**src/rtl/ptmr_pkg.sv**
```systemverilog
// Package: ptmr_pkg
// Shared constants, register addresses, the control-register layout and the
// prescale decode for the periodic timer. Assumes an 8-bit register bus.
package ptmr_pkg;

    localparam int DATA_W = 8;
    localparam int PRE_W  = 4;
    localparam int POST_W = 4;

    typedef enum logic [1:0] {
        ADDR_CTRL   = 2'd0,
        ADDR_COUNT  = 2'd1,
        ADDR_PERIOD = 2'd2,
        ADDR_IRQ    = 2'd3
    } ptmr_addr_e;

    // Control register, bits 6:0 (bit 7 is not stored)
    typedef struct packed {
        logic [POST_W-1:0] post_sel;
        logic              run;
        logic [1:0]        pre_sel;
    } ptmr_ctrl_t;

    // Terminal value of the prescaler counter for a given select
    function automatic logic [PRE_W-1:0] pre_terminal(input logic [1:0] sel);
        logic [PRE_W-1:0] term;
        case (sel)
            2'b00:   term = PRE_W'(0);
            2'b01:   term = PRE_W'(3);
            default: term = PRE_W'(15);
        endcase
        return term;
    endfunction

endpackage

```
**src/rtl/ptmr_event_div.sv**
```systemverilog
// Module: ptmr_event_div
// Counts step events from 0 up to a terminal value. On the step that finds
// the counter at the terminal value, it emits a combinational carry and
// restarts from 0. It serves as both the prescaler and the postscaler.
// Assumes the terminal value changes only in a cycle that also asserts clr,
// so the counter never sits above it.
module ptmr_event_div #(
    parameter int DIV_W = 4
) (
    input  logic             clk,
    input  logic             rst_n,
    input  logic             clr,
    input  logic             step,
    input  logic [DIV_W-1:0] last,
    output logic             carry
);

    logic [DIV_W-1:0] div_q;

    // Carry on the step that completes a full ratio; a clear suppresses it
    assign carry = step && !clr && (div_q == last);

    // Progress counter: clear, restart after carry, or advance on a step
    always_ff @(posedge clk) begin
        if (!rst_n) begin
            div_q <= '0;
        end else if (clr) begin
            div_q <= '0;
        end else if (step) begin
            div_q <= carry ? '0 : div_q + 1'b1;
        end
    end


    div_range_chk: assert property (@(posedge clk) disable iff (!rst_n)
        div_q <= last);


    div_restart_chk: assert property (@(posedge clk) disable iff (!rst_n)
        carry |=> (div_q == '0));


    div_clear_chk: assert property (@(posedge clk) disable iff (!rst_n)
        clr |=> (div_q == '0));


    div_hold_chk: assert property (@(posedge clk) disable iff (!rst_n)
        (!step && !clr) |=> $stable(div_q));

endmodule

```
**src/rtl/ptmr_counter.sv**
```systemverilog
// Module: ptmr_counter
// The up-counter and period comparator. An advance while the count equals
// the period wraps the count to 0 and raises a hit. A load from the bus
// takes priority over an advance in the same cycle. hit_q is the registered
// match pulse, high in the cycle after the wrap edge.
module ptmr_counter #(
    parameter int W = 8
) (
    input  logic         clk,
    input  logic         rst_n,
    input  logic         inc,
    input  logic         load,
    input  logic [W-1:0] load_val,
    input  logic [W-1:0] period,
    output logic [W-1:0] count,
    output logic         hit,
    output logic         hit_q
);

    logic [W-1:0] cnt_q;

    assign count = cnt_q;

    // Comparator: a match needs an advance that a load does not override
    assign hit = inc && !load && (cnt_q == period);

    // Count register: load wins, then wrap on match, then plain increment
    always_ff @(posedge clk) begin
        if (!rst_n) begin
            cnt_q <= '0;
        end else if (load) begin
            cnt_q <= load_val;
        end else if (hit) begin
            cnt_q <= '0;
        end else if (inc) begin
            cnt_q <= cnt_q + 1'b1;
        end
    end

    // Match pulse register, aligned with the count reading zero
    always_ff @(posedge clk) begin
        if (!rst_n) begin
            hit_q <= 1'b0;
        end else begin
            hit_q <= hit;
        end
    end


    wrap_zero_chk: assert property (@(posedge clk) disable iff (!rst_n)
        hit |=> (cnt_q == '0) && hit_q);


    step_one_chk: assert property (@(posedge clk) disable iff (!rst_n)
        (inc && !load && !hit) |=> (cnt_q == W'($past(cnt_q) + 1'b1)) && !hit_q);


    load_wins_chk: assert property (@(posedge clk) disable iff (!rst_n)
        load |=> (cnt_q == $past(load_val)) && !hit_q);


    count_hold_chk: assert property (@(posedge clk) disable iff (!rst_n)
        (!inc && !load) |=> $stable(cnt_q) && !hit_q);

endmodule

```
**src/rtl/ptmr_regs.sv**
```systemverilog
// Module: ptmr_regs
// The register file: control, period, interrupt flag and enable, the write
// decode that loads the count and clears the dividers, and the read
// multiplexer. A postscaler terminal event sets the flag and wins over a
// software write to the flag in the same cycle.
module ptmr_regs
    import ptmr_pkg::*;
#(
    parameter logic [DATA_W-1:0] PERIOD_RESET = 8'hFF
) (
    input  logic              clk,
    input  logic              rst_n,
    input  logic              bus_wr,
    input  logic [1:0]        bus_addr,
    input  logic [DATA_W-1:0] bus_wdata,
    input  logic [DATA_W-1:0] count_val,
    input  logic              post_done,
    output ptmr_ctrl_t        ctrl,
    output logic [DATA_W-1:0] period,
    output logic              cnt_load,
    output logic              div_clr,
    output logic [DATA_W-1:0] bus_rdata,
    output logic              irq
);

    localparam int CTRL_W = $bits(ptmr_ctrl_t);

    ptmr_ctrl_t        ctrl_q;
    logic [DATA_W-1:0] period_q;
    logic              flag_q;
    logic              ie_q;
    logic              wr_ctrl;
    logic              wr_count;
    logic              wr_period;
    logic              wr_irq;

    // Write decode per register
    always_comb begin
        wr_ctrl   = bus_wr && (bus_addr == ADDR_CTRL);
        wr_count  = bus_wr && (bus_addr == ADDR_COUNT);
        wr_period = bus_wr && (bus_addr == ADDR_PERIOD);
        wr_irq    = bus_wr && (bus_addr == ADDR_IRQ);
    end

    assign cnt_load = wr_count;
    assign div_clr  = wr_ctrl || wr_count;
    assign ctrl     = ctrl_q;
    assign period   = period_q;
    assign irq      = flag_q && ie_q;

    // Control register storage
    always_ff @(posedge clk) begin
        if (!rst_n) begin
            ctrl_q <= '0;
        end else if (wr_ctrl) begin
            ctrl_q <= ptmr_ctrl_t'(bus_wdata[CTRL_W-1:0]);
        end
    end

    // Period register storage
    always_ff @(posedge clk) begin
        if (!rst_n) begin
            period_q <= PERIOD_RESET;
        end else if (wr_period) begin
            period_q <= bus_wdata;
        end
    end

    // Interrupt enable and sticky flag; the hardware set wins over a write
    always_ff @(posedge clk) begin
        if (!rst_n) begin
            flag_q <= 1'b0;
            ie_q   <= 1'b0;
        end else begin
            if (wr_irq) begin
                ie_q <= bus_wdata[1];
            end
            if (post_done) begin
                flag_q <= 1'b1;
            end else if (wr_irq) begin
                flag_q <= bus_wdata[0];
            end
        end
    end

    // Read multiplexer
    always_comb begin
        case (ptmr_addr_e'(bus_addr))
            ADDR_CTRL:   bus_rdata = {{(DATA_W-CTRL_W){1'b0}}, ctrl_q};
            ADDR_COUNT:  bus_rdata = count_val;
            ADDR_PERIOD: bus_rdata = period_q;
            default:     bus_rdata = {{(DATA_W-2){1'b0}}, ie_q, flag_q};
        endcase
    end


    flag_sticky_chk: assert property (@(posedge clk) disable iff (!rst_n)
        (flag_q && !(wr_irq && !bus_wdata[0])) |=> flag_q);


    flag_set_chk: assert property (@(posedge clk) disable iff (!rst_n)
        post_done |=> flag_q);


    period_keep_chk: assert property (@(posedge clk) disable iff (!rst_n)
        !wr_period |=> $stable(period_q));

endmodule

```
**src/rtl/period_timer.sv**
```systemverilog
// Module: period_timer
// Top level of the periodic timer. It chains the run-gated tick, the
// prescaler, the counter/comparator and the postscaler, with the register
// file in front. match_pulse leaves before the postscaler. Assumes tick_in
// is already synchronous to clk.
module period_timer
    import ptmr_pkg::*;
#(
    parameter logic [DATA_W-1:0] PERIOD_RESET = 8'hFF
) (
    input  logic              clk,
    input  logic              rst_n,
    input  logic              tick_in,
    input  logic              bus_wr,
    input  logic [1:0]        bus_addr,
    input  logic [DATA_W-1:0] bus_wdata,
    output logic [DATA_W-1:0] bus_rdata,
    output logic              match_pulse,
    output logic              irq
);

    ptmr_ctrl_t        ctrl;
    logic [DATA_W-1:0] period;
    logic [DATA_W-1:0] count;
    logic              cnt_load;
    logic              div_clr;
    logic              pre_step;
    logic              cnt_inc;
    logic              hit;
    logic              hit_q;
    logic              post_done;

    // Ticks count only while the run bit is set
    assign pre_step    = tick_in && ctrl.run;
    assign match_pulse = hit_q;

    ptmr_regs #(
        .PERIOD_RESET(PERIOD_RESET)
    ) u_regs (
        .clk       (clk),
        .rst_n     (rst_n),
        .bus_wr    (bus_wr),
        .bus_addr  (bus_addr),
        .bus_wdata (bus_wdata),
        .count_val (count),
        .post_done (post_done),
        .ctrl      (ctrl),
        .period    (period),
        .cnt_load  (cnt_load),
        .div_clr   (div_clr),
        .bus_rdata (bus_rdata),
        .irq       (irq)
    );

    ptmr_event_div #(
        .DIV_W(PRE_W)
    ) u_prescale (
        .clk   (clk),
        .rst_n (rst_n),
        .clr   (div_clr),
        .step  (pre_step),
        .last  (pre_terminal(ctrl.pre_sel)),
        .carry (cnt_inc)
    );

    ptmr_counter #(
        .W(DATA_W)
    ) u_counter (
        .clk      (clk),
        .rst_n    (rst_n),
        .inc      (cnt_inc),
        .load     (cnt_load),
        .load_val (bus_wdata),
        .period   (period),
        .count    (count),
        .hit      (hit),
        .hit_q    (hit_q)
    );

    ptmr_event_div #(
        .DIV_W(POST_W)
    ) u_postscale (
        .clk   (clk),
        .rst_n (rst_n),
        .clr   (div_clr),
        .step  (hit),
        .last  (ctrl.post_sel),
        .carry (post_done)
    );


    stopped_quiet_chk: assert property (@(posedge clk) disable iff (!rst_n)
        !ctrl.run |=> !match_pulse);


    irq_gate_chk: assert property (@(posedge clk) disable iff (!rst_n)
        irq |-> (bus_addr != ADDR_IRQ) || (bus_rdata[1:0] == 2'b11));

endmodule

```
**config.mk**
```make
export PLATFORM = sky130hd
export DESIGN_NAME = period_timer
export DESIGN_NICKNAME = d
export VERILOG_FILES = /design/src/rtl/ptmr_pkg.sv /design/src/rtl/ptmr_event_div.sv /design/src/rtl/ptmr_counter.sv /design/src/rtl/ptmr_regs.sv /design/src/rtl/period_timer.sv
export SDC_FILE = /design/constraint.sdc
export NUM_CORES = 1
export LEC_CHECK = 0
export ABC_CLOCK_PERIOD_IN_PS = 2500
export BUFFER_PORTS_ARGS = -buffer_cell sky130_fd_sc_hd__clkbuf_2
export CAP_MARGIN = 5
export CORE_ASPECT_RATIO = 1.75
export CORE_MARGIN = 2
export CORE_UTILIZATION = 52
export DETAILED_ROUTE_END_ITERATION = 10
export PLACE_DENSITY_LB_ADDON = 0.2
export SYNTH_ARGS = -nofsm -noshare
export SYNTH_HDL_FRONTEND = slang
export SYNTH_HIERARCHICAL = 1
export SYNTH_SLANG_ARGS = --single-unit
```
**constraint.sdc**
```tcl
create_clock -name clk -period 2.5 [get_ports clk]
set_clock_uncertainty 0.15 [all_clocks]
set_input_delay 0.25 -clock clk [delete_from_list [all_inputs] [get_ports clk]]
set_output_delay 0.25 -clock clk [all_outputs]
set_load 0.02 [all_outputs]
```
==> summary.txt, run 1 <==
Timing
  • # setup viols final: 0
  • Setup_tns: 0 ps
  • RSZ-0062 raised after global routing: false
  • Count of pins over their slew limit: 0
  • Final min period: 2300 ps
  • FMAX: 435 MHz
  • Rel. slew slack: 70.6%
  • Final hold vios: 0
  • Worst-margin pin slew: 440 ps
  • Final worst path period share: 92.0%

Synth
  • Synth Net Count: 228
  • Synth unique cells: 39
  • Share of flip-flops with an asynchronous set or reset: 0%
  • #FFs+latches synth: 34
  • Sequential element share of the synthesized area: 35.0%
  • Post-Syn Area: 1950 µm²
  • Synth Area in Adders: 1.93%
  • Post-Synth XOR/XNOR Area: 13.0%
  • Syn Inst Count: 211
  • Avg Inst Size Synth: 9.22 µm²
  • Synth Area in Compound Gates: 11.2%
  • Post-synth EDFFs: 0
  • Main combinational cell family by area after synthesis: simple AND/OR/NAND/NOR gates
  • Count of warnings emitted by yosys: 6
  • Prevailing post-synth register cell: dfxtp_1
  • Multiplexer share of the synthesized area: 10.2%
  • Synth Area in Simple Gates: 25.5%

Worst setup path
  • Critical path's slowest cell: dfxtp_1
  • Arr. time, crit path: 2390 ps
  • Crit path top cell by count: and2_1
  • R2R cell count: 11
  • CP startpoint kind: register
  • Capture point of the worst reg-to-reg path: u_regs/flag_q
  • Ordered cell list for the critical path: or2_1, xor2_1, nor3_2, and2_1, inv_1, nor3_4, nor3b_4, and2_1, nor2_1, nand2_1, o311a_1
  • CP delay by family, top: simple AND/OR/NAND/NOR gates
  • CP max FO: 5
  • CP endpoint kind: register
  • Worst endpoint required time: 2590 ps
  • WP buf/inv: 1
  • Reg-to-reg startpoint: u_regs/ctrl[1]
  • FF-to-FF setup slack: 200 ps
  • Max stage delay on crit path: 360 ps
  • Crit path kind: register to register

Clocking
  • H-Tree Depth: 2
  • Root Driver: clkbuf_8
  • Setup Fix Bufs, Post-CTS: 0
  • Clock sink total: 34
  • Cts hold-fix bufs: 0
  • Clock Latency Late Sink: 290 ps
  • Post-cts resize count: 0
  • CTS tree: done
  • Total CTS buffers: 5
  • CTS clk-pin slew, worst paths: 70 ps
  • CTS max path bufs: 2

Global routing
  • Gr usage total: 24.7%
  • Antenna violations before repair: 0
  • First-pass GRT wire length: 8000 µm
  • Number of global-route vias before repair: 1666
  • Pin count of the biggest net entering global routing: 23
  • GRT Residual Overflow: 0

Detailed routing
  • Total number of vias: 1634
  • Post-route ant nets: 0
  • Final WL: 4710 µm
  • Wire length per cell: 16.3 µm
  • Vias per Instance: 5.63
  • First-pass DRT Iterations: 4
  • Detailed Route Iter0 Violations: 37
  • DRC: 0

Worst hold path
  • Hold crit path type: primary input to register
  • Hold Path Sink: u_regs/period[7]
  • Cells on Worst Hold Path: 3
  • Worst Min Path Start: bus_wdata[7]

Pwr
  • Register share of total power: 47.0%
  • Int Pwr: 0.908 mW
  • Total power draw: 1.23 mW
  • NetSw: 0.323 mW
  • Gate power share: 13.5%
  • Leak pwr: 0.995 nW
  • Clock power frac: 39.5%
  • VDD IR max: 330 µV
  • Switching share of power: 26.2%
  • Pwr Density: 543 nW/µm²

Run
  • Max cap viols: 0

Placed design
  • Routability cong.: 0.812
  • Placed Area: 2160 µm²
  • Post-DP HPWL: 3580 µm
  • IO buf count: 23

Floorplan
  • Core area: 3590 µm²
  • Die width: 50.2 µm
  • Die Y: 84.9 µm
  • Starting Density: 54.2%
  • Standard-cell rows: 29
  • Die area: 4270 µm²
  • # IOs: 24

Cells and area
  • Antenna cells: 0
  • Layout Nets: 260
  • Leading cell type in the layout, fill and taps excluded: dfxtp_1
  • Share of cells above drive strength 1: 23.4%
  • Most frequent cells in the layout: dfxtp_1, nand2_1, clkbuf_2
  • Design area: 2270 µm²
  • Area added between synthesis and finish: 16.5%

Outcome
  • Outcome: finished, final reports clean
==> metal layers <==
metal  up-vias  part of all wire, %  GRT usage, %
met2        29                   54          42.2
met4         0                  3.7          15.4
li1        807                    -             -
met1       778                   40          27.5
met3        20                  2.4          4.23
met5         -                    0             0
==> state kept, by name (all words and copies together), names as in the netlist <==
name	flops
u_counter/count	8
u_regs/period	8
u_regs/ctrl	7
u_postscale/div_q	4
u_prescale/div_q	4
u_counter/hit_q	1
u_regs/flag_q	1
u_regs/ie_q	1
==> worst max-delay path by stage <==
stage | startpoint | end | cells after the start
floorplan | u_regs/ctrl[1] | u_regs/flag_q | 12
global placement | u_regs/ctrl[1] | u_regs/flag_q | 11
detailed placement | u_regs/ctrl[1] | u_regs/flag_q | 11
CTS | u_regs/ctrl[1] | u_regs/flag_q | 11
global route | u_regs/ctrl[1] | u_regs/flag_q | 11
finish | u_regs/ctrl[1] | u_regs/flag_q | 11
==> cells by family after synthesis <==
group / after synthesis
buf+inv: 11
mux: 17
flops: 34
fa+ha+maj: 3
xor+xnor: 28
compound gates: 35
simple gates: 83
==> power by group through the flow <==
stage	clock network [mW]	logic, mW	registers [mW]
finish	0.486	0.166	0.578
CTS	0.492	0.167	0.578
floorplan	0	0.111	0.585
global placement	0	0.163	0.589
detailed placement	0	0.166	0.590
global route	0.512	0.183	0.580
==> layout make-up <==
| cell class | instances | area, µm² |
|---|---|---|
| Fill cell | 300 | 1330 |
| Sequential cell | 34 | 681 |
| Tap cell | 46 | 57.6 |
| Inverter | 3 | 11.3 |
| Clock buffer | 8 | 110 |
| Timing Repair Buffer | 33 | 190 |
| Multi-Input combinational cell | 166 | 1220 |
==> synthesized netlist by cell type, drive strengths merged (3+ instances only) <==
master	count	share of area [%]
xor2	16	7.2
nand3	13	3.3
nand4	4	1.6
and2	5	1.6
xnor2	12	5.8
o22ai	6	1.9
a21oi	10	2.6
nor3	3	1.5
nor2	3	0.58
nor2b	10	3.3
inv	3	0.58
o21ai	8	2.1
nand2	26	5.0
nor3b	3	1.9
clkbuf	4	0.77
dfxtp	34	35
mux2i	15	7.7
ha	3	1.9
buf	4	1.8
and3	9	3.0
a211oi	8	3.1
==> worst min-delay path: stages <==
cell and delay, ps:
clkbuf_2 90, nand2_1 40, nand3_1 60
==> per-stage QoR <==
stage          hold slack (ps)  util (%)  std cells  setup slack [ps]
3_5_place_dp               345      60.0        282               215
2_1_floorplan              224         -        211              36.2
6_report                  45.8      63.1        290               200
3_3_place_gp               337      60.0        282               274
5_1_grt                   62.2      63.1        290              29.5
4_1_cts                   44.3      63.1        290               200
(Power assumes the default switching activity.)
==> run 2: changes to the inputs <==
==> constraint.sdc (replaced) <==
create_clock -name clk -period 2.5 [get_ports clk]
set_clock_uncertainty 0.15 [all_clocks]
set_input_delay 0 -clock clk [delete_from_list [all_inputs] [get_ports clk]]
set_output_delay 0 -clock clk [all_outputs]
set_load 0.02 [all_outputs]
==> run 2 against run 1 <==
Via count grew 2.6%. Register-to-register slack improved by 30 ps. Core utilization up 1.0 points. Critical endpoint unchanged. Fmax increased by 1.1%. First-iteration DRC count up 14%. Highest routed layer unchanged. Sequential share of layout area is 0.49 points lower.
==> summary.txt, run 2 (synthesized netlist as in run 1, its figures left out) <==
Global routing
  • Pin count of the biggest net entering global routing: 23 (unchanged)
  • Met3 usage: 5.46% (+1.2 points)
  • GRT busiest layer: met2
  • Gr usage total: 24.2% (-0.49 points)
  • Antenna violations before repair: 0 (unchanged)
  • Number of global-route vias before repair: 1735 (+4.1%)
  • Met2 usage in global routing: 45.3% (+3.1 points)
  • Grt met1 use: 24.8% (-2.6 points)
  • First-pass GRT wire length: 7930 µm (-0.86%)
  • GRT Residual Overflow: 0 (unchanged)

Clocking
  • Post-cts resize count: 0 (unchanged)
  • Cts hold-fix bufs: 8 (+8)
  • CTS tree: done
  • H-Tree Depth: 2 (unchanged)
  • Setup Fix Bufs, Post-CTS: 0 (unchanged)
  • CTS max path bufs: 2 (unchanged)
  • Clock sink total: 34 (unchanged)
  • Root Driver: clkbuf_8
  • Clock Latency Late Sink: 280 ps (about the same)
  • CTS clk-pin slew, worst paths: 70 ps (about the same)
  • Total CTS buffers: 5 (unchanged)

Worst setup path
  • Arr. time, crit path: 2340 ps (-50 ps)
  • Crit path kind: register to register
  • CP startpoint kind: register
  • Worst endpoint required time: 2570 ps (-20 ps)
  • CP endpoint kind: register
  • CP max FO: 5 (unchanged)

Timing
  • RSZ-0062 raised after global routing: false
  • # setup viols final: 0 (unchanged)
  • Final min period: 2270 ps (-26.0 ps)
  • FMAX: 440 MHz (+1.1%)
  • Setup_tns: 0 ps (unchanged)
  • Final hold vios: 0 (unchanged)
  • Count of pins over their slew limit: 0 (unchanged)
  • Worst-margin pin slew: 776 ps (+336 ps)
  • Rel. slew slack: 48.0% (-23 points)
  • Final worst path period share: 91.0% (-1.0 points)

Detailed routing
  • Wire length per cell: 16.1 µm (-0.75%)
  • First-pass DRT Iterations: 4 (unchanged)
  • Total number of vias: 1677 (+2.6%)
  • Final WL: 4740 µm (+0.62%)
  • DRC: 0 (unchanged)
  • Vias per Instance: 5.70 (+1.2%)
  • Post-route ant nets: 0 (unchanged)
  • Detailed Route Iter0 Violations: 42 (+14%)

Floorplan
  • Core area: 3590 µm² (unchanged)
  • Die width: 50.2 µm (unchanged)
  • # IOs: 24 (unchanged)
  • Starting Density: 54.2% (unchanged)
  • Die Y: 84.9 µm (unchanged)
  • Standard-cell rows: 29 (unchanged)
  • Die area: 4270 µm² (unchanged)

Outcome
  • Outcome: finished, final reports clean

Cells and area
  • Leading cell type in the layout, fill and taps excluded: dfxtp_1
  • Antenna cells: 0 (unchanged)
  • Most frequent cells in the layout: dfxtp_1, nand2_1, clkbuf_2
  • Layout Nets: 266 (+2.3%)
  • Share of cells above drive strength 1: 21.4% (-2.0 points)
  • Area added between synthesis and finish: 18.4%
  • Final Instance Count excl. Fillers: 294 (+1.4%)

Pwr
  • Pwr Density: 498 nW/µm² (-8.2%)
  • Leak pwr: 1.00 nW (+0.90%)
  • VDD IR max: 501 µV (+52%)

Worst hold path
  • Hold crit path type: primary input to register

Run
  • Max cap viols: 0 (unchanged)

Placed design
  • Routability cong.: 0.801 (-1.3%)
  • IO buf count: 23 (unchanged)
  • Post-DP HPWL: 3590 µm (+0.33%)
  • Post-placement cell count: 280 (-0.71%)
==> run 2: final timing paths <==
| check | end | slack [ps] | startpoint | cells after the start |
|---|---|---|---|---|
| max | u_regs/flag_q | 230 | u_regs/ctrl[1] | 11 |
| min | u_regs/period[1] | 30 | rst_n | 2 |
| max reg2reg | u_regs/flag_q | 230 | u_regs/ctrl[1] | 11 |
| min reg2reg | u_regs/period[6] | 360 | u_regs/period[6] | 2 |
==> run 2: cell type report <==
class,count,area [µm²]
clock buffers,6,82.6
fillers,333,1290
inverters,3,11.3
multi-input cells,166,1220
flip-flops and latches,34,681
well taps,46,57.6
repair buffers,39,255
==> run 2: per-layer routing <==
metal	part of all wire, %	vias up
li1	-	823
met5	0	-
met3	2.8	11
met2	55	34
met4	2.7	0
met1	39	809
==> run 2: per-stage QoR <==
stage	setup WS [ps]	hold WS [ps]	util, %	power (mW)	instance area, µm²
finish	226	26.3	64.1	1.15	2300
global route	23.3	38.3	64.1	1.19	2300
CTS	200	2.65	64.1	1.16	2300
detailed placement	227	94.1	59.6	0.754	2140
global placement	292	88.3	59.6	0.751	2140
floorplan	36.2	-26.0	-	0.696	1960
==> run 2: power by group <==
group | internal [mW] | switching (mW)
logic | 0.0770 | 0.0971
clock network | 0.212 | 0.184
registers | 0.559 | 0.0191
total | 0.848 | 0.300
==> run 2: critical path, cell delays in order (launching register included) <==
cell     delay, ps
dfxtp_1        350
or2_1          270
xor2_1         160
nor3_2         190
and2_1         140
inv_1           70
nor3_4         170
nor3b_4        270
and2_1         180
nor2_1          40
nand2_1         60
o311a_1        150
